$ cat src/rtl/aud_tx_pkg.sv
package aud_tx_pkg;
  typedef enum logic [1:0] {
    FMT_I2S  = 2'd0,
    FMT_LJ   = 2'd1,
    FMT_DSP  = 2'd2,
    FMT_DSP2 = 2'd3
  } fmt_e;

  typedef enum logic [1:0] {
    LD_LEFT  = 2'd0,
    LD_RIGHT = 2'd1,
    LD_BOTH  = 2'd2
  } ld_e;

  function automatic logic [5:0] wlen_bits(input logic [1:0] code);
    case (code)
      2'd0:    return 6'd8;
      2'd1:    return 6'd16;
      2'd2:    return 6'd20;
      default: return 6'd24;
    endcase
  endfunction
endpackage

$ cat src/rtl/aud_tx_sync.sv
module aud_tx_sync #(
  parameter int STAGES = 2
) (
  input  logic clk_i,
  input  logic rst_ni,
  input  logic bclk_i,
  input  logic fsync_i,
  input  logic cap_fall_i,
  output logic launch_o,
  output logic fs_o
);
  localparam int NSIG = 2;

  logic [NSIG-1:0]   raw;
  logic [STAGES-1:0] chain [NSIG];
  logic              bclk_prev_q;

  assign raw = {fsync_i, bclk_i};

  for (genvar g = 0; g < NSIG; g++) begin : g_sync
    always_ff @(posedge clk_i or negedge rst_ni) begin
      if (!rst_ni) chain[g] <= '0;
      else         chain[g] <= {chain[g][STAGES-2:0], raw[g]};
    end
  end

  always_ff @(posedge clk_i or negedge rst_ni) begin
    if (!rst_ni) bclk_prev_q <= 1'b0;
    else         bclk_prev_q <= chain[0][STAGES-1];
  end

  // launch edge is the one opposite the capture edge
  assign launch_o = cap_fall_i ? (chain[0][STAGES-1] & ~bclk_prev_q)
                               : (~chain[0][STAGES-1] & bclk_prev_q);
  assign fs_o = chain[1][STAGES-1];
endmodule

$ cat src/rtl/aud_tx_frame.sv
module aud_tx_frame
  import aud_tx_pkg::*;
#(
  parameter int SAMPLE_W = 24
) (
  input  logic                  clk_i,
  input  logic                  rst_ni,
  input  logic                  launch_i,
  input  logic                  fs_i,
  input  logic [1:0]            fmt_i,
  input  logic [1:0]            wlen_i,
  input  logic                  dsp_late_i,
  input  logic                  valid_i,
  input  logic [SAMPLE_W-1:0]   left_i,
  input  logic [SAMPLE_W-1:0]   right_i,
  output logic                  ready_o,
  output logic                  underrun_o,
  output logic                  load_o,
  output logic [2*SAMPLE_W-1:0] load_vec_o
);
  localparam int VW = 2 * SAMPLE_W;

  fmt_e                fmt;
  logic                is_dsp, delayed;
  logic                fs_last_q;
  logic                chg, evt, left_evt, frame_start;
  logic                pend_q;
  ld_e                 pend_kind_q, evt_kind, ld_kind;
  logic [SAMPLE_W-1:0] l_q, r_q, l_use, r_use, mask;
  logic [5:0]          wl;

  assign fmt     = fmt_e'(fmt_i);
  assign is_dsp  = (fmt == FMT_DSP) || (fmt == FMT_DSP2);
  assign delayed = (fmt == FMT_I2S) || (is_dsp && dsp_late_i);
  assign wl      = wlen_bits(wlen_i);
  assign mask    = ~({SAMPLE_W{1'b1}} >> wl);

  assign chg         = launch_i && (fs_i != fs_last_q);
  assign evt         = is_dsp ? (chg && fs_i) : chg;
  assign left_evt    = (fmt == FMT_I2S) ? ~fs_i : fs_i;
  assign frame_start = evt && (is_dsp || left_evt);
  assign evt_kind    = is_dsp ? LD_BOTH : (left_evt ? LD_LEFT : LD_RIGHT);

  assign ready_o    = frame_start;
  assign underrun_o = frame_start && !valid_i;

  // a zero-delay load in the fetch cycle uses the incoming pair directly
  assign l_use = frame_start ? (valid_i ? left_i  : '0) : l_q;
  assign r_use = frame_start ? (valid_i ? right_i : '0) : r_q;

  always_comb begin
    load_o  = 1'b0;
    ld_kind = evt_kind;
    if (launch_i && pend_q) begin
      load_o  = 1'b1;
      ld_kind = pend_kind_q;
    end else if (evt && !delayed) begin
      load_o  = 1'b1;
    end
  end

  always_comb begin
    case (ld_kind)
      LD_LEFT:  load_vec_o = {l_use & mask, {SAMPLE_W{1'b0}}};
      LD_RIGHT: load_vec_o = {r_use & mask, {SAMPLE_W{1'b0}}};
      default:  load_vec_o = {l_use & mask, {SAMPLE_W{1'b0}}}
                           | ({r_use & mask, {SAMPLE_W{1'b0}}} >> wl);
    endcase
  end

  always_ff @(posedge clk_i or negedge rst_ni) begin
    if (!rst_ni) begin
      fs_last_q   <= 1'b0;
      pend_q      <= 1'b0;
      pend_kind_q <= LD_LEFT;
      l_q         <= '0;
      r_q         <= '0;
    end else begin
      if (launch_i) begin
        fs_last_q <= fs_i;
        pend_q    <= evt && delayed;
        if (evt && delayed) pend_kind_q <= evt_kind;
      end
      if (frame_start) begin
        l_q <= l_use;
        r_q <= r_use;
      end
    end
  end

  logic unused_w;
  assign unused_w = ^load_vec_o[VW-1:VW-1];
endmodule

$ cat src/rtl/aud_tx_shift.sv
module aud_tx_shift #(
  parameter int SAMPLE_W = 24
) (
  input  logic                  clk_i,
  input  logic                  rst_ni,
  input  logic                  launch_i,
  input  logic                  load_i,
  input  logic [2*SAMPLE_W-1:0] load_vec_i,
  output logic                  sdata_o
);
  localparam int VW = 2 * SAMPLE_W;

  logic          sd_q;
  logic [VW-2:0] sh_q;

  // zero fill drives the line low after the LSB
  always_ff @(posedge clk_i or negedge rst_ni) begin
    if (!rst_ni) begin
      sd_q <= 1'b0;
      sh_q <= '0;
    end else if (launch_i) begin
      if (load_i) begin
        sd_q <= load_vec_i[VW-1];
        sh_q <= load_vec_i[VW-2:0];
      end else begin
        sd_q <= sh_q[VW-2];
        sh_q <= {sh_q[VW-3:0], 1'b0};
      end
    end
  end

  assign sdata_o = sd_q;
endmodule

$ cat src/rtl/aud_tx.sv
module aud_tx #(
  parameter int SAMPLE_W    = 24,
  parameter int SYNC_STAGES = 2
) (
  input  logic                clk_i,
  input  logic                rst_ni,
  input  logic                bclk_i,
  input  logic                fsync_i,
  input  logic [1:0]          cfg_fmt_i,
  input  logic [1:0]          cfg_wlen_i,
  input  logic                cfg_cap_fall_i,
  input  logic                cfg_dsp_late_i,
  input  logic                pair_valid_i,
  output logic                pair_ready_o,
  input  logic [SAMPLE_W-1:0] left_i,
  input  logic [SAMPLE_W-1:0] right_i,
  output logic                sdata_o,
  output logic                underrun_o
);
  logic                  launch_w, fs_w, load_w;
  logic [2*SAMPLE_W-1:0] load_vec_w;

  aud_tx_sync #(.STAGES(SYNC_STAGES)) u_sync (
    .clk_i     (clk_i),
    .rst_ni    (rst_ni),
    .bclk_i    (bclk_i),
    .fsync_i   (fsync_i),
    .cap_fall_i(cfg_cap_fall_i),
    .launch_o  (launch_w),
    .fs_o      (fs_w)
  );

  aud_tx_frame #(.SAMPLE_W(SAMPLE_W)) u_frame (
    .clk_i     (clk_i),
    .rst_ni    (rst_ni),
    .launch_i  (launch_w),
    .fs_i      (fs_w),
    .fmt_i     (cfg_fmt_i),
    .wlen_i    (cfg_wlen_i),
    .dsp_late_i(cfg_dsp_late_i),
    .valid_i   (pair_valid_i),
    .left_i    (left_i),
    .right_i   (right_i),
    .ready_o   (pair_ready_o),
    .underrun_o(underrun_o),
    .load_o    (load_w),
    .load_vec_o(load_vec_w)
  );

  aud_tx_shift #(.SAMPLE_W(SAMPLE_W)) u_shift (
    .clk_i     (clk_i),
    .rst_ni    (rst_ni),
    .launch_i  (launch_w),
    .load_i    (load_w),
    .load_vec_i(load_vec_w),
    .sdata_o   (sdata_o)
  );
endmodule

$ cat config.mk
export PLATFORM = sky130hd
export DESIGN_NAME = aud_tx
export DESIGN_NICKNAME = d
export VERILOG_FILES = /design/src/rtl/aud_tx_pkg.sv /design/src/rtl/aud_tx_sync.sv /design/src/rtl/aud_tx_frame.sv /design/src/rtl/aud_tx_shift.sv /design/src/rtl/aud_tx.sv
export SDC_FILE = /design/constraint.sdc
export NUM_CORES = 1
export LEC_CHECK = 0
export BUFFER_PORTS_ARGS = -buffer_cell sky130_fd_sc_hd__buf_2
export CAP_MARGIN = 30
export CORE_ASPECT_RATIO = 1.4
export CORE_MARGIN = 8
export CORE_UTILIZATION = 48
export DETAILED_ROUTE_END_ITERATION = 16
export PLACE_DENSITY = 0.66
export SYNTH_ARGS = -nofsm -noshare
export SYNTH_HDL_FRONTEND = slang
export SYNTH_SLANG_ARGS = --single-unit
export TNS_END_PERCENT = 50
$ cat constraint.sdc
create_clock -name clk_i -period 2.25 [get_ports clk_i]
set_input_delay 0.225 -clock clk_i [delete_from_list [all_inputs] [get_ports clk_i]]
set_output_delay 0.225 -clock clk_i [all_outputs]
set_load 0.01 [all_outputs]
# Word-level counts from Yosys, hierarchy flattened
# Cells that the tools add are included.
[word_totals] in_bits=59 word_cells=60 out_inout_bits=3 regBits=105
[classes] muxes=16 n_bitwise=9 n_shift=2 n_reduce_logical=17 eq_ne=6
[op_table] cell="$mux 24" count=4
[op_table] cell="$pmux 48 s2" count=1
[op_table] cell="$and 24x24->24" count=2
[op_table] cell="$or 48x48->48" count=1
[op_table] cell="$shr 48x5->48" count=1
[op_table] cell="$mux 47" count=1
[op_table] cell="$not 24->24" count=1
[op_table] cell="$shr 24x5->24 const A" count=1
[op_table] cell="$pmux 5 s3" count=1
[op_table] cell="$logic_and 1x1->1" count=8
[op_table] cell="$mux 1" count=7
[op_table] cell="$eq 2x2->1 const B" count=3
[op_table] cell="$logic_not 2->1" count=3
[op_table] cell="$eq 2x1->1 const B" count=2
[op_table] cell="$mux 2" count=2
[op_table] cell="$logic_or 1x1->1" count=3
[op_table] cell="$not 1->1" count=3
[op_table] cell="$and 1x1->1" count=2
[op_table] cell="$logic_not 1->1" count=2
[op_table] cell="$reduce_and 2->1" count=1
[op_table] cell="$ne 1x1->1" count=1

# Longest topological paths before layout
# Gate-level depths: netlist of run 1.
[depth] word_depth=13 mapped_depth=10 depth_no_buf=8

# By module
# A second synthesis of run 1 with hierarchy kept.
[hier_totals] cells_unflattened=668 area_unflattened_um2=6167.2
[modules_own_cells] mod="aud_tx_frame" n_inst=1 seq_area_each_um2=1301.2 cells_each=451 area_each_um2=3791.1
[modules_own_cells] mod="aud_tx_shift" n_inst=1 seq_area_each_um2=1201.2 cells_each=209 area_each_um2=2228.4
[modules_own_cells] mod="aud_tx_sync" n_inst=1 seq_area_each_um2=125.1 cells_each=8 area_each_um2=147.6

# Worst setup path after synthesis of run 1
# No wires, ideal clock.
[synth_timing] path_type="reg2reg" startpoint="register u_sync.bclk_prev_q" endpoint="register u_shift.sh_q[27]" slack_ns=0.168 path_stages_with_launch=8 t_arrival_ns=1.940 setup_ns=0.142 period_less_slack_ns=2.082 path_cell_list="dfrtp_1 nand4b_1 and2_4 mux2_4 buf_6 and2_4 a2111oi_2 o221ai_1"
[synth_between] elab_chain_cells=13 elab_cells_between_ends=23 classes_between="1 x eq/ne; 1 x shift; 9 x mux; 6 x bitwise; 6 x reduce/logical"
[synth_lines] item="from (decl)" line_no="aud_tx_sync.sv:16" rtl="logic bclk_prev_q;"
[synth_lines] item="from (signal assigned)" line_no="aud_tx_sync.sv:29" rtl="else bclk_prev_q <= chain[0][STAGES-1];"
[synth_lines] item="$not 1->1" line_no="aud_tx_sync.sv:33" rtl="assign launch_o = cap_fall_i ? (chain[0][STAGES-1] & ~bclk_prev_q)"
[synth_lines] item="$and 1x1->1" line_no="aud_tx_sync.sv:33"
[synth_lines] item="$mux 1 (*)" line_no="aud_tx_sync.sv:33"
[synth_lines] item="$logic_and 1x1->1" line_no="aud_tx_frame.sv:38" rtl="assign chg = launch_i && (fs_i != fs_last_q);"
[synth_lines] item="$logic_and 1x1->1" line_no="aud_tx_frame.sv:39" rtl="assign evt = is_dsp ? (chg && fs_i) : chg;"
[synth_lines] item="$mux 1" line_no="aud_tx_frame.sv:39"
[synth_lines] item="$logic_and 1x1->1" line_no="aud_tx_frame.sv:41" rtl="assign frame_start = evt && (is_dsp || left_evt);"
[synth_lines] item="$mux 24" line_no="aud_tx_frame.sv:49" rtl="assign r_use = frame_start ? (valid_i ? right_i : '0) : r_q;"
[synth_lines] item="$and 24x24->24" line_no="aud_tx_frame.sv:65, aud_tx_frame.sv:67"
[synth_lines] item="$shr 48x5->48" line_no="aud_tx_frame.sv:67" rtl="| ({r_use & mask, {SAMPLE_W{1'b0}}} >> wl);"
[synth_lines] item="$or 48x48->48" line_no="aud_tx_frame.sv:67"
[synth_lines] item="$pmux 48 s2" line_no="aud_tx_frame.sv:63" rtl="case (ld_kind)"
[synth_lines] item="$mux 47" line_no="aud_tx_shift.sv:22" rtl="if (load_i) begin"
[synth_lines] item="to (signal assigned)" line_no="aud_tx_shift.sv:24" rtl="sh_q <= load_vec_i[VW-2:0];"
[synth_lines] item="to (signal assigned)" line_no="aud_tx_shift.sv:27" rtl="sh_q <= {sh_q[VW-3:0], 1'b0};"
[synth_lines] item="to (decl)" line_no="aud_tx_shift.sv:14" rtl="logic [VW-2:0] sh_q;"
# Mark *: on every way between the ends. The rest lies on a longest branch, timed or not.
# A chain may end at the register's enable or synchronous reset.

# Worst setup path after layout of run 1
[layout_timing] startpoint="register u_sync.chain[3] (netlist bit)" endpoint="register u_shift.sh_q[24]"
[layout_between] elab_chain_cells=13 elab_cells_between_ends=23 classes_between="1 x eq/ne; 1 x shift; 9 x mux; 6 x bitwise; 6 x reduce/logical"
[layout_lines] item="from (decl)" line_no="aud_tx_sync.sv:15" rtl="logic [STAGES-1:0] chain [NSIG];"
[layout_lines] item="from (signal, indexed assignment)" line_no="aud_tx_sync.sv:23" rtl="else chain[g] <= {chain[g][STAGES-2:0], raw[g]};"
[layout_lines] item="$not 1->1" line_no="aud_tx_sync.sv:34" rtl=": (~chain[0][STAGES-1] & bclk_prev_q);"
[layout_lines] item="$and 1x1->1" line_no="aud_tx_sync.sv:34"
[layout_lines] item="$mux 1 (*)" line_no="aud_tx_sync.sv:33"
[layout_lines] item="$logic_and 1x1->1" line_no="aud_tx_frame.sv:38"
[layout_lines] item="$logic_and 1x1->1" line_no="aud_tx_frame.sv:39"
[layout_lines] item="$mux 1" line_no="aud_tx_frame.sv:39"
[layout_lines] item="$logic_and 1x1->1" line_no="aud_tx_frame.sv:41"
[layout_lines] item="$mux 24" line_no="aud_tx_frame.sv:49"
[layout_lines] item="$and 24x24->24" line_no="aud_tx_frame.sv:65, aud_tx_frame.sv:67"
[layout_lines] item="$shr 48x5->48" line_no="aud_tx_frame.sv:67"
[layout_lines] item="$or 48x48->48" line_no="aud_tx_frame.sv:67"
[layout_lines] item="$pmux 48 s2" line_no="aud_tx_frame.sv:63"
[layout_lines] item="$mux 47" line_no="aud_tx_shift.sv:22"
# Marked as above.

==> results.md, run 1 <==
* DP HPWL at approximately 22000 um
* Status: complete, but fails checks
* Final Max Tran Viols at 0
* Sw Ratio at 0.379
* Int Power at 4.32 mW
* Number of global-route vias before repair at 7553
* Max-cap violations at 0
* Sequential Power Share at 0.406
* # rows at between 50 and 60
* Slew margin rel. at 0.590
* Power Dens Cells at between 700 and 800 nW/um2
* Part of the cycle the worst path needs at 1.02
* YS warnings at 0
* Peak Freq at 0.437 GHz
* Clk sinks at 105
* Failing checks: negative setup slack
* Layout cells sized above 1 at 0.381
* RD Place Congestion at around 1.1
* Cells after Synth at 780
* Clk pwr share at 0.220
* Most frequent cell after synthesis: dfrtp_1
* GRT Total Usage at 0.323
* I/O Buffers at 61
* Share of the synthesized area in the top cell type at 0.389
* Fin nets at 1029
* Vias/cell at 6.54
* Initial Util at 0.488
* Area leader, netlist: dfrtp_1
* Flops & latches, synth at between 100 and 150
* Post-synth ARST share at 1.00
* Avg Cell Area, Syn at just under 9 um2
* RSZ-0062 raised after global routing: true
* Root buffer cell: clkbuf_16
* DRT iter0 DRCs at 866
* Placed standard-cell area at 8270 um2
* Critical path buffer and inverter count at 2
* IO Count at a little over 60
* CP most frequent cell: and2_4
* Post-synth net total at 843
* N_diodes at 0
* Global route total overflow at 0
* CP required at 2490 ps
* Pre-CTS setup slack at -281 ps
* Ys flop type: dfrtp_1
* H-Tree Depth at 3
* Synth cell count leaders: 105 x dfrtp_1, 96 x o21ai_0, 70 x a21oi_1
* P&R area growth vs syn at 37.1%
* Maximum vdd ir drop at about 410 uV
* Final Critical Period at 2290 ps
* Final instance area at between 9000 and 10000 um2
* Top post-synthesis cells by area: dfrtp_1 39%, o21ai_0 7.1%, a21oi_1 5.2%, a221oi_1 4.0%, nand2_1 3.6%
* Max clock buf depth at 2
* Sequential element share of the synthesized area at 0.389
* Final setup vio count at 2
* Critical Path Max Stage Delay at 490 ps
* CTS tree: yes
* Worst-path fanout max at 6
* Avg WL per Cell at 25.2 um
* CP max-delay cell: or3b_4
* Die H at around 160 um
* Die Width at approximately 120 um
* Pin count of the biggest net entering global routing at between 40 and 50
* First-pass GRT wire length at 43400 um
* Clock skew at 7.84 ps
* Routed wire length at a little under 30000 um
* Leakage at 3.95 nW
* Min-delay worst type: in2reg
* Remaining antenna violation count at 0
* DRC at 0
* First-pass DRT Iterations at 5
* Core Region at ~14000 um2
* CP startpoint kind: flip-flop
* Netlist cell types at 62
* TritonCTS Buffers at 9
* Post-synth EDFFs at 0
* DIE AREA at between 15000 and 20000 um2
* CP endpoint kind: flip-flop
* Crit-path leading delay family: simple AND/OR/NAND/NOR gates
* Worst-Skew Late Latency at 370 ps
* Hold Vio Cnt, Final at 0
* Part of the power in combinational logic at 0.374
* Worst Path Arrival at about 2500 ps
* Post-Syn Area at 6760 um2
* Clock transition at path regs at around 80 ps
* Setup TNS at -42.0 ps
* Initial antenna violation count at 0
* Setup WS post-layout at -37.1 ps
* Cell Chain, Critical Path: or3b_4, and2_4, buf_12, o21ai_2, and2_4, inv_1, a2111oi_4, o21ai_1
* Switching power at 2.64 mW
* Via count at 7551
* Slew @ Worst Pin at 615 ps
* Crit Path Category: reg2reg
-- stage by stage --
stage	hold slack, ps	std cells	power, mW	utilization
floorplan	-70.6	780	3.87	-
global route	134	1155	7.26	0.669
finish	121	1155	6.96	0.669
detailed placement	269	1114	5.03	0.597
CTS	134	1138	6.62	0.629
global placement	255	1114	4.98	0.597
-- state kept, by name, indices dropped and copies added, names as in the netlist --
register             flops
u_frame.fs_last_q        1
u_frame.r_q             24
u_frame.pend_kind_q      2
u_sync.fs_o              1
u_sync.chain             3
u_shift.sh_q            47
u_shift.sdata_o          1
u_frame.pend_q           1
u_frame.l_q             24
u_sync.bclk_prev_q       1
-- routing by layer --
| metal | GRT usage | wire (um) |
|---|---|---|
| met5 | 0 | 0 |
| met4 | 0.228 | 2040 |
| met3 | 0.0501 | 1960 |
| met2 | 0.543 | 14500 |
| met1 | 0.366 | 10700 |
-- final timing paths --
check	from	cells past startpoint	to	slack (ps)
max	u_sync.chain[3]	8	u_shift.sh_q[24]	-40
min	left_i[7]	3	u_frame.l_q[7]	120
max reg2reg	u_sync.chain[3]	8	u_shift.sh_q[24]	-40
min reg2reg	u_sync.chain[0]	0	u_sync.fs_o	360
max in group asynchronous	rst_ni	3	u_shift.sh_q[43]	1100
min in group asynchronous	rst_ni	2	u_frame.l_q[16]	430
-- power by group through the flow --
stage	sequential (mW)	clock [mW]	combinational, mW
3_5_place_dp	2.80	0	2.23
4_1_cts	2.77	1.56	2.30
6_report	2.83	1.53	2.61
5_1_grt	2.85	1.63	2.78
3_3_place_gp	2.78	0	2.20
2_1_floorplan	2.62	0	1.25
-- cell families (layout without fill, tap and decap cells) --
kind of cell / after synthesis / in the layout / share of synthesized area
AND/OR/NAND/NOR: 252 / 254 / 0.191
adder cells (fa/ha/maj): 4 / 4 / 0.00741
multiplexers: 39 / 39 / 0.0759
flip-flops: 105 / 105 / 0.389
AO/OA/AOI/OAI: 299 / 299 / 0.282
buffers and inverters: 79 / 267 / 0.0522
XOR/XNOR: 2 / 2 / 0.00259
-- worst min-delay path, stage by stage --
cell     delay, ps
buf_2           90
nand2_1         50
o21ai_1         70
-- what timing repair did --
item | 4_1_cts | 5_1_grt
hold endpoints to repair | 42 | 0
gates cloned | 2 | 0
resized for setup | 22 | 121
pin swaps | 12 | 36
buffers inserted | 4 | 18
hold buffers | 3 | 0
setup endpoints to repair | 24 | 45
-- cell type report --
class / count / area [um2]
tap: 185 / 231
clock buffer: 9 / 225
multi-input combinational: 598 / 4270
timing repair buffer: 236 / 1790
fill: 1164 / 4580
inverter: 16 / 62.6
sequential: 105 / 2630
clock inverter: 6 / 53.8
-- layout by cell type (no fill, tap or decap), types with 6 or more instances in the layout --
cell	count
o21ai_1	29
nor3_2	7
clkbuf_16	9
and2_4	8
mux2i_1	12
buf_2	60
a221oi_2	15
inv_1	13
buf_4	159
a32oi_1	6
nand4_1	24
a211oi_1	6
nor2b_1	7
nand2b_1	8
a221oi_1	16
or3_1	13
and2_1	16
a22oi_1	11
a22o_1	7
buf_12	12
dfrtp_1	104
mux2_2	17
nor2_1	53
nand3_1	17
a21oi_2	7
o21ai_2	17
nor3_1	12
o21ai_0	60
o211ai_1	9
nand2_1	60
a21oi_1	61
o22ai_1	11
(Power assumes the default switching activity.)
==> run 2, diff against run 1 <==
--- a/config.mk
+++ b/config.mk
@@ -5,7 +5,7 @@
 export SDC_FILE = /design/constraint.sdc
 export NUM_CORES = 1
 export LEC_CHECK = 0
-export BUFFER_PORTS_ARGS = -buffer_cell sky130_fd_sc_hd__buf_2
+export BUFFER_PORTS_ARGS = -buffer_cell sky130_fd_sc_hd__buf_4
 export CAP_MARGIN = 30
 export CORE_ASPECT_RATIO = 1.4
 export CORE_MARGIN = 8
@@ -15,4 +15,4 @@
 export SYNTH_ARGS = -nofsm -noshare
 export SYNTH_HDL_FRONTEND = slang
 export SYNTH_SLANG_ARGS = --single-unit
-export TNS_END_PERCENT = 50
+export TNS_END_PERCENT = 20
==> run 2 against run 1 <==
Effect of this change:
- largest power group unchanged
- final cell count shrank 1.3%
- flip-flop and latch count is the same
- register-to-register slack lost 50 ps
- sequential share of layout area grew 0.51 points
- the flow still finishes with violations (negative setup slack)
- critical endpoint is now u_shift.sh_q[41]
- highest routed layer unchanged
- via count is essentially flat
- utilization shrank 1.2 points
- global-route usage grew 0.22 points
- hold slack gained 19 ps
==> results.md, run 2 (same netlist as run 1, synthesis figures left out) <==
* Status: complete, but fails checks
* Failing checks: negative setup slack
* Final setup vio count at 4
* P&R area growth vs syn at 34.6%
* Reg2Reg Depth at 8
* DRT iter0 DRCs at 929
* Final core utilization at 0.657
* Part of the cycle the worst path needs at 1.04
* Crit Reg-Reg Endpoint: u_shift.sh_q[41]
* Max clock buf depth at 2
* Power Dens Cells at 760 nW/um2
* Min-delay worst type: in2reg
* R2R Setup Slk at -90 ps
* Hold Startpoint: left_i[21]
* Cell Chain, Critical Path: buf_6, nand4b_1, and2_4, mux2_4, buf_12, mux4_2, a221oi_4, nor3_2
* Worst Path Arrival at 2590 ps
* Final Critical Period at 2340 ps
* Max-cap violations at 0
* IO Count at 62
* Setup TNS at -172 ps
* Hold Path Sink: u_frame.l_q[21]
* Core Region at 13800 um2
* # rows at 51
* Initial Util at 0.488
* Die Width at 116 um
* Hold Vio Cnt, Final at 0
* Avg WL per Cell at approximately 25 um
* Root buffer cell: clkbuf_16
* Critical R2R Launch: u_sync.bclk_prev_q
* Biggest register: u_shift.sh_q
* CP required at 2500 ps
* WHS Path Cells at 3
* Clk sinks at between 100 and 150
* Global route total overflow at 0
* Vias/cell at roughly 6.6
* Final instance area at roughly 9100 um2
* GRT Total Usage at 0.326
* CP max-delay cell: mux4_2
* DIE AREA at around 18000 um2
* Final Max Tran Viols at 0
* Layout cells sized above 1 at 0.341
* Slew @ Worst Pin at 777 ps
* Worst-path fanout max at 8
* N_diodes at 0
* I/O Buffers at just over 60
* First-pass GRT wire length at 44000 um
* Initial antenna violation count at 0
* Setup WS post-layout at -86.7 ps
* Maximum vdd ir drop at between 400 and 500 uV
* DP HPWL at 22100 um
* Hold_ws at 139 ps
* Setup crit start: u_sync.bclk_prev_q
* Commonest non-fill, non-tap cells in the layout: 202 x buf_4, 105 x dfrtp_1, 68 x o21ai_0
* Max reg flops at 47
* Number of global-route vias before repair at 7802
* Slew margin rel. at 0.475
* Most common cell after layout, fill and taps aside: buf_4
* RD Place Congestion at around 1.1
* Fin nets at 1013
* Pin count of the biggest net entering global routing at 42
* RSZ-0062 raised after global routing: true
* Leakage at 3.89 nW
* CP endpoint kind: flip-flop
* Via count at 7556
* TritonCTS Buffers at 9
* Crit Path Category: reg2reg
* CP startpoint kind: flip-flop
* DRC at 0
* Peak Freq at roughly 0.43 GHz
* Die H at between 150 and 200 um
* H-Tree Depth at 3
* Worst-Skew Late Latency at ~360 ps
* Biggest regs: u_shift.sh_q x47, u_frame.l_q x24, u_frame.r_q x24
* Routed wire length at 29100 um
* Clock skew at 10.8 ps
* Clock transition at path regs at 80 ps
* CTS tree: yes
* Placed standard-cell area at 8410 um2
* Remaining antenna violation count at 0
* Critical Path Max Stage Delay at 470 ps
* First-pass DRT Iterations at 8
-- run 2: critical path: cells and delay by family, from the launching register on --
kind | cells | cell delay, ps
compound gates | 1 | 310
buf+inv | 2 | 270
flops | 1 | 400
mux | 2 | 780
simple gates | 3 | 450
-- run 2: what timing repair did --
| item | in CTS | in global routing |
|---|---|---|
| buffers inserted | 0 | 7 |
| pin swaps | 6 | 24 |
| hold buffers | 3 | 0 |
| hold endpoints to repair | 37 | 0 |
| gates resized for setup | 18 | 74 |
| cloned | 0 | 1 |
| setup endpoints to repair | 14 | 44 |
-- run 2: per-stage QoR --
step	instances	setup WS, ps	power (mW)
3_5_place_dp	1113	-148	5.08
5_1_grt	1140	-163	7.23
6_report	1140	-86.7	6.92
3_3_place_gp	1113	-76.9	5.00
2_1_floorplan	780	168	3.87
4_1_cts	1132	-82.7	6.71
-- run 2: cell type report --
| type | instances | area, um2 |
|---|---|---|
| Sequential cell | 105 | 2630 |
| Multi-Input combinational cell | 597 | 4080 |
| Clock buffer | 9 | 225 |
| Tap cell | 185 | 231 |
| Fill cell | 1204 | 4750 |
| Timing Repair Buffer | 221 | 1810 |
| Inverter | 16 | 62.6 |
| Clock inverter | 7 | 70.1 |
-- run 2: worst max-delay path by stage --
stage,end,slack (ps),depth (start not counted)
floorplan,u_shift.sh_q[27],170,7
global placement,u_shift.sh_q[16],-80,8
detailed placement,u_shift.sh_q[41],-150,8
CTS,u_shift.sh_q[41],-80,8
global route,u_shift.sh_q[31],-160,8
finish,u_shift.sh_q[41],-90,8
-- run 2: layer usage --
layer | part of all wire | GRT usage
met1 | 0.36 | 0.365
met2 | 0.49 | 0.539
met3 | 0.074 | 0.0524
met4 | 0.081 | 0.250
met5 | 0 | 0
-- run 2: power breakdown --
group,switching [mW],internal [mW],total (mW)
Sequential,0.414,2.39,2.81
Combinational,1.40,1.11,2.50
Clock,0.823,0.784,1.61
Total,2.63,4.29,6.92
==> run 3, diff against run 2 <==
--- a/config.mk
+++ b/config.mk
@@ -11,7 +11,7 @@
 export CORE_MARGIN = 8
 export CORE_UTILIZATION = 48
 export DETAILED_ROUTE_END_ITERATION = 16
-export PLACE_DENSITY = 0.66
+export PLACE_DENSITY = 0.68
 export SYNTH_ARGS = -nofsm -noshare
 export SYNTH_HDL_FRONTEND = slang
 export SYNTH_SLANG_ARGS = --single-unit
==> constraint.sdc (replaced) <==
create_clock -name clk_i -period 2.01 [get_ports clk_i]
set_input_delay 0.201 -clock clk_i [delete_from_list [all_inputs] [get_ports clk_i]]
set_output_delay 0.201 -clock clk_i [all_outputs]
set_load 0.01 [all_outputs]
==> run 3 against run 2 <==
Effect of this change:
- the flow still finishes with violations (negative setup slack)
- flip-flop and latch count stayed put
- clock-buffer cell count stayed put
- non-clock buffer count is 29 higher
- final cell count is 2.8% higher
- hold slack worse by 37 ps
- first-iteration DRC count is 16% lower
- clock skew is 2.6 ps lower
- combinational power is 21% higher
- register-to-register slack worse by 190 ps
- sequential share of layout area is 1.9 points lower
- critical path depth stayed put
==> results.md, run 3 (same netlist as run 1, synthesis figures left out) <==
* Worst-Skew Late Latency at 370 ps
* GRT Total Usage at 0.336
* DP HPWL at 21100 um
* Worst-path fanout max at 8
* I/O Buffers at 61
* Avg WL per Cell at 25.3 um
* RSZ-0062 raised after global routing: true
* Final Total Pwr at roughly 8.0 mW
* Pin count of the biggest net entering global routing at between 100 and 150
* CP required at 2250 ps
* Setup TNS at -7650 ps
* Biggest regs: u_shift.sh_q x47, u_frame.l_q x24, u_frame.r_q x24
* # rows at between 50 and 60
* CTS tree: yes
* CP startpoint kind: flip-flop
* Die H at 156 um
* Clock transition at path regs at 80 ps
* Setup WS post-layout at -276 ps
* Clk sinks at 105
* Final setup vio count at 50
* DIE AREA at around 18000 um2
* Status: complete, but fails checks
* IO Count at 62
* Crit Path Category: reg2reg
* Maximum vdd ir drop at roughly 500 uV
* Worst Path Arrival at around 2500 ps
* Max reg flops at between 40 and 50
* Commonest non-fill, non-tap cells in the layout: 217 x buf_4, 103 x dfrtp_1, 69 x o21ai_0
* Layout cells sized above 1 at 0.395
* Placed standard-cell area at 8510 um2
* Initial antenna violation count at 0
* Die Width at 116 um
* P&R area growth vs syn at 44.3%
* Most common cell after layout, fill and taps aside: buf_4
* CP most frequent cell: a211oi_4
* TritonCTS Buffers at 9
* Routed wire length at 29600 um
* Final core utilization at 0.704
* Cell Chain, Critical Path: or3b_4, and2_4, buf_12, buf_4, a211oi_4, a211oi_4, a221oi_2, a21oi_1
* Core Region at about 14000 um2
* Placed cells at 1129
* Via count at 7723
* Failing checks: negative setup slack
* CP endpoint kind: flip-flop
* DRC at 0
* Max clock buf depth at 2
* Min-delay worst type: in2reg
* Initial Util at 0.488
* Slew margin rel. at 0.473
* Critical Path Max Stage Delay at 480 ps
* DRT iter0 DRCs at 779
* Global route total overflow at 0
* Peak Freq at 0.438 GHz
* Max-cap violations at 0
* Final Critical Period at 2290 ps
* RD Place Congestion at approximately 1
* Leakage at 4.13 nW
* First-pass GRT wire length at 45400 um
* Power Dens Cells at 817 nW/um2
* Hold Vio Cnt, Final at 0
* Vias/cell at 6.59
* Part of the cycle the worst path needs at 1.14
* Root buffer cell: clkbuf_16
* Biggest register: u_shift.sh_q
* N_diodes at 0
* Setup crit start: u_sync.chain[3]
* Final Max Tran Viols at 0
* Layout Cells excl Fill at 1172
* Slew @ Worst Pin at 780 ps
* Hold Startpoint: left_i[22]
* Number of global-route vias before repair at 7878
* First-pass DRT Iterations at 7
* Final instance area at 9750 um2
* Critical R2R Launch: u_sync.chain[3]
* CP max-delay cell: or3b_4
* H-Tree Depth at 3
* Fin nets at between 1000 and 1500
* Clock skew at 8.22 ps
* Remaining antenna violation count at 0
[run 3: changes by cell type in the layout (fill, tap and decap cells not counted), moves of 4 or more]
cell	delta
o21ai_1	-5
buf_4	+15
buf_6	+7
a2111oi_4	+4
a211oi_1	-4
a221oi_1	+4
a21oi_1	-7
a21oi_4	+4
[run 3: metal layers]
| layer | up-vias | GRT usage | wire, um |
|---|---|---|---|
| met5 | - | 0 | 0 |
| met4 | 0 | 0.229 | 2130 |
| met3 | 131 | 0.0679 | 2490 |
| met2 | 455 | 0.562 | 14600 |
| met1 | 3760 | 0.375 | 10400 |
| li1 | 3377 | - | - |
[run 3: layout make-up]
| class | instances | area (um2) |
|---|---|---|
| Clock buffer | 9 | 225 |
| Tap cell | 185 | 231 |
| Sequential cell | 105 | 2630 |
| Fill cell | 1083 | 4100 |
| Inverter | 16 | 62.6 |
| Clock inverter | 7 | 63.8 |
| Multi-Input combinational cell | 600 | 4380 |
| Timing Repair Buffer | 250 | 2150 |
[run 3: final timing paths]
path,end,slack (ps),cells after the start
setup / recovery,u_shift.sh_q[11],-280,8
hold / removal,u_frame.l_q[22],100,3
setup reg to reg,u_shift.sh_q[11],-280,8
hold reg to reg,u_sync.chain[3],360,0
max in group asynchronous,u_sync.fs_o,1030,3
min in group asynchronous,u_frame.l_q[9],390,3
[run 3: where the power goes]
| part | switching [mW] | internal [mW] | leakage (nW) |
|---|---|---|---|
| sequential | 0.476 | 2.68 | 1.28 |
| clock | 0.903 | 0.868 | 0.140 |
| combinational | 1.66 | 1.38 | 2.72 |
[run 3: worst max-delay path, delay by kind of cell (launching register included)]
family | cells | cell delay (ps)
compound gates | 4 | 710
simple gates | 2 | 740
buf+inv | 2 | 300
flops | 1 | 410
[run 3: stage by stage]
stage | setup WS, ps | hold WS (ps)
3_3_place_gp | -346 | 312
2_1_floorplan | -37.5 | -94.6
3_5_place_dp | -393 | 312
5_1_grt | -315 | 123
6_report | -276 | 102
4_1_cts | -245 | 99.9
[run 3: repair_timing]
action	4_1_cts	5_1_grt
pin swaps	26	26
hold endpoints to repair	107	0
setup endpoints to repair	56	51
gates cloned	6	2
resized for setup	98	65
setup buffers	9	9
hold buffers	3	0
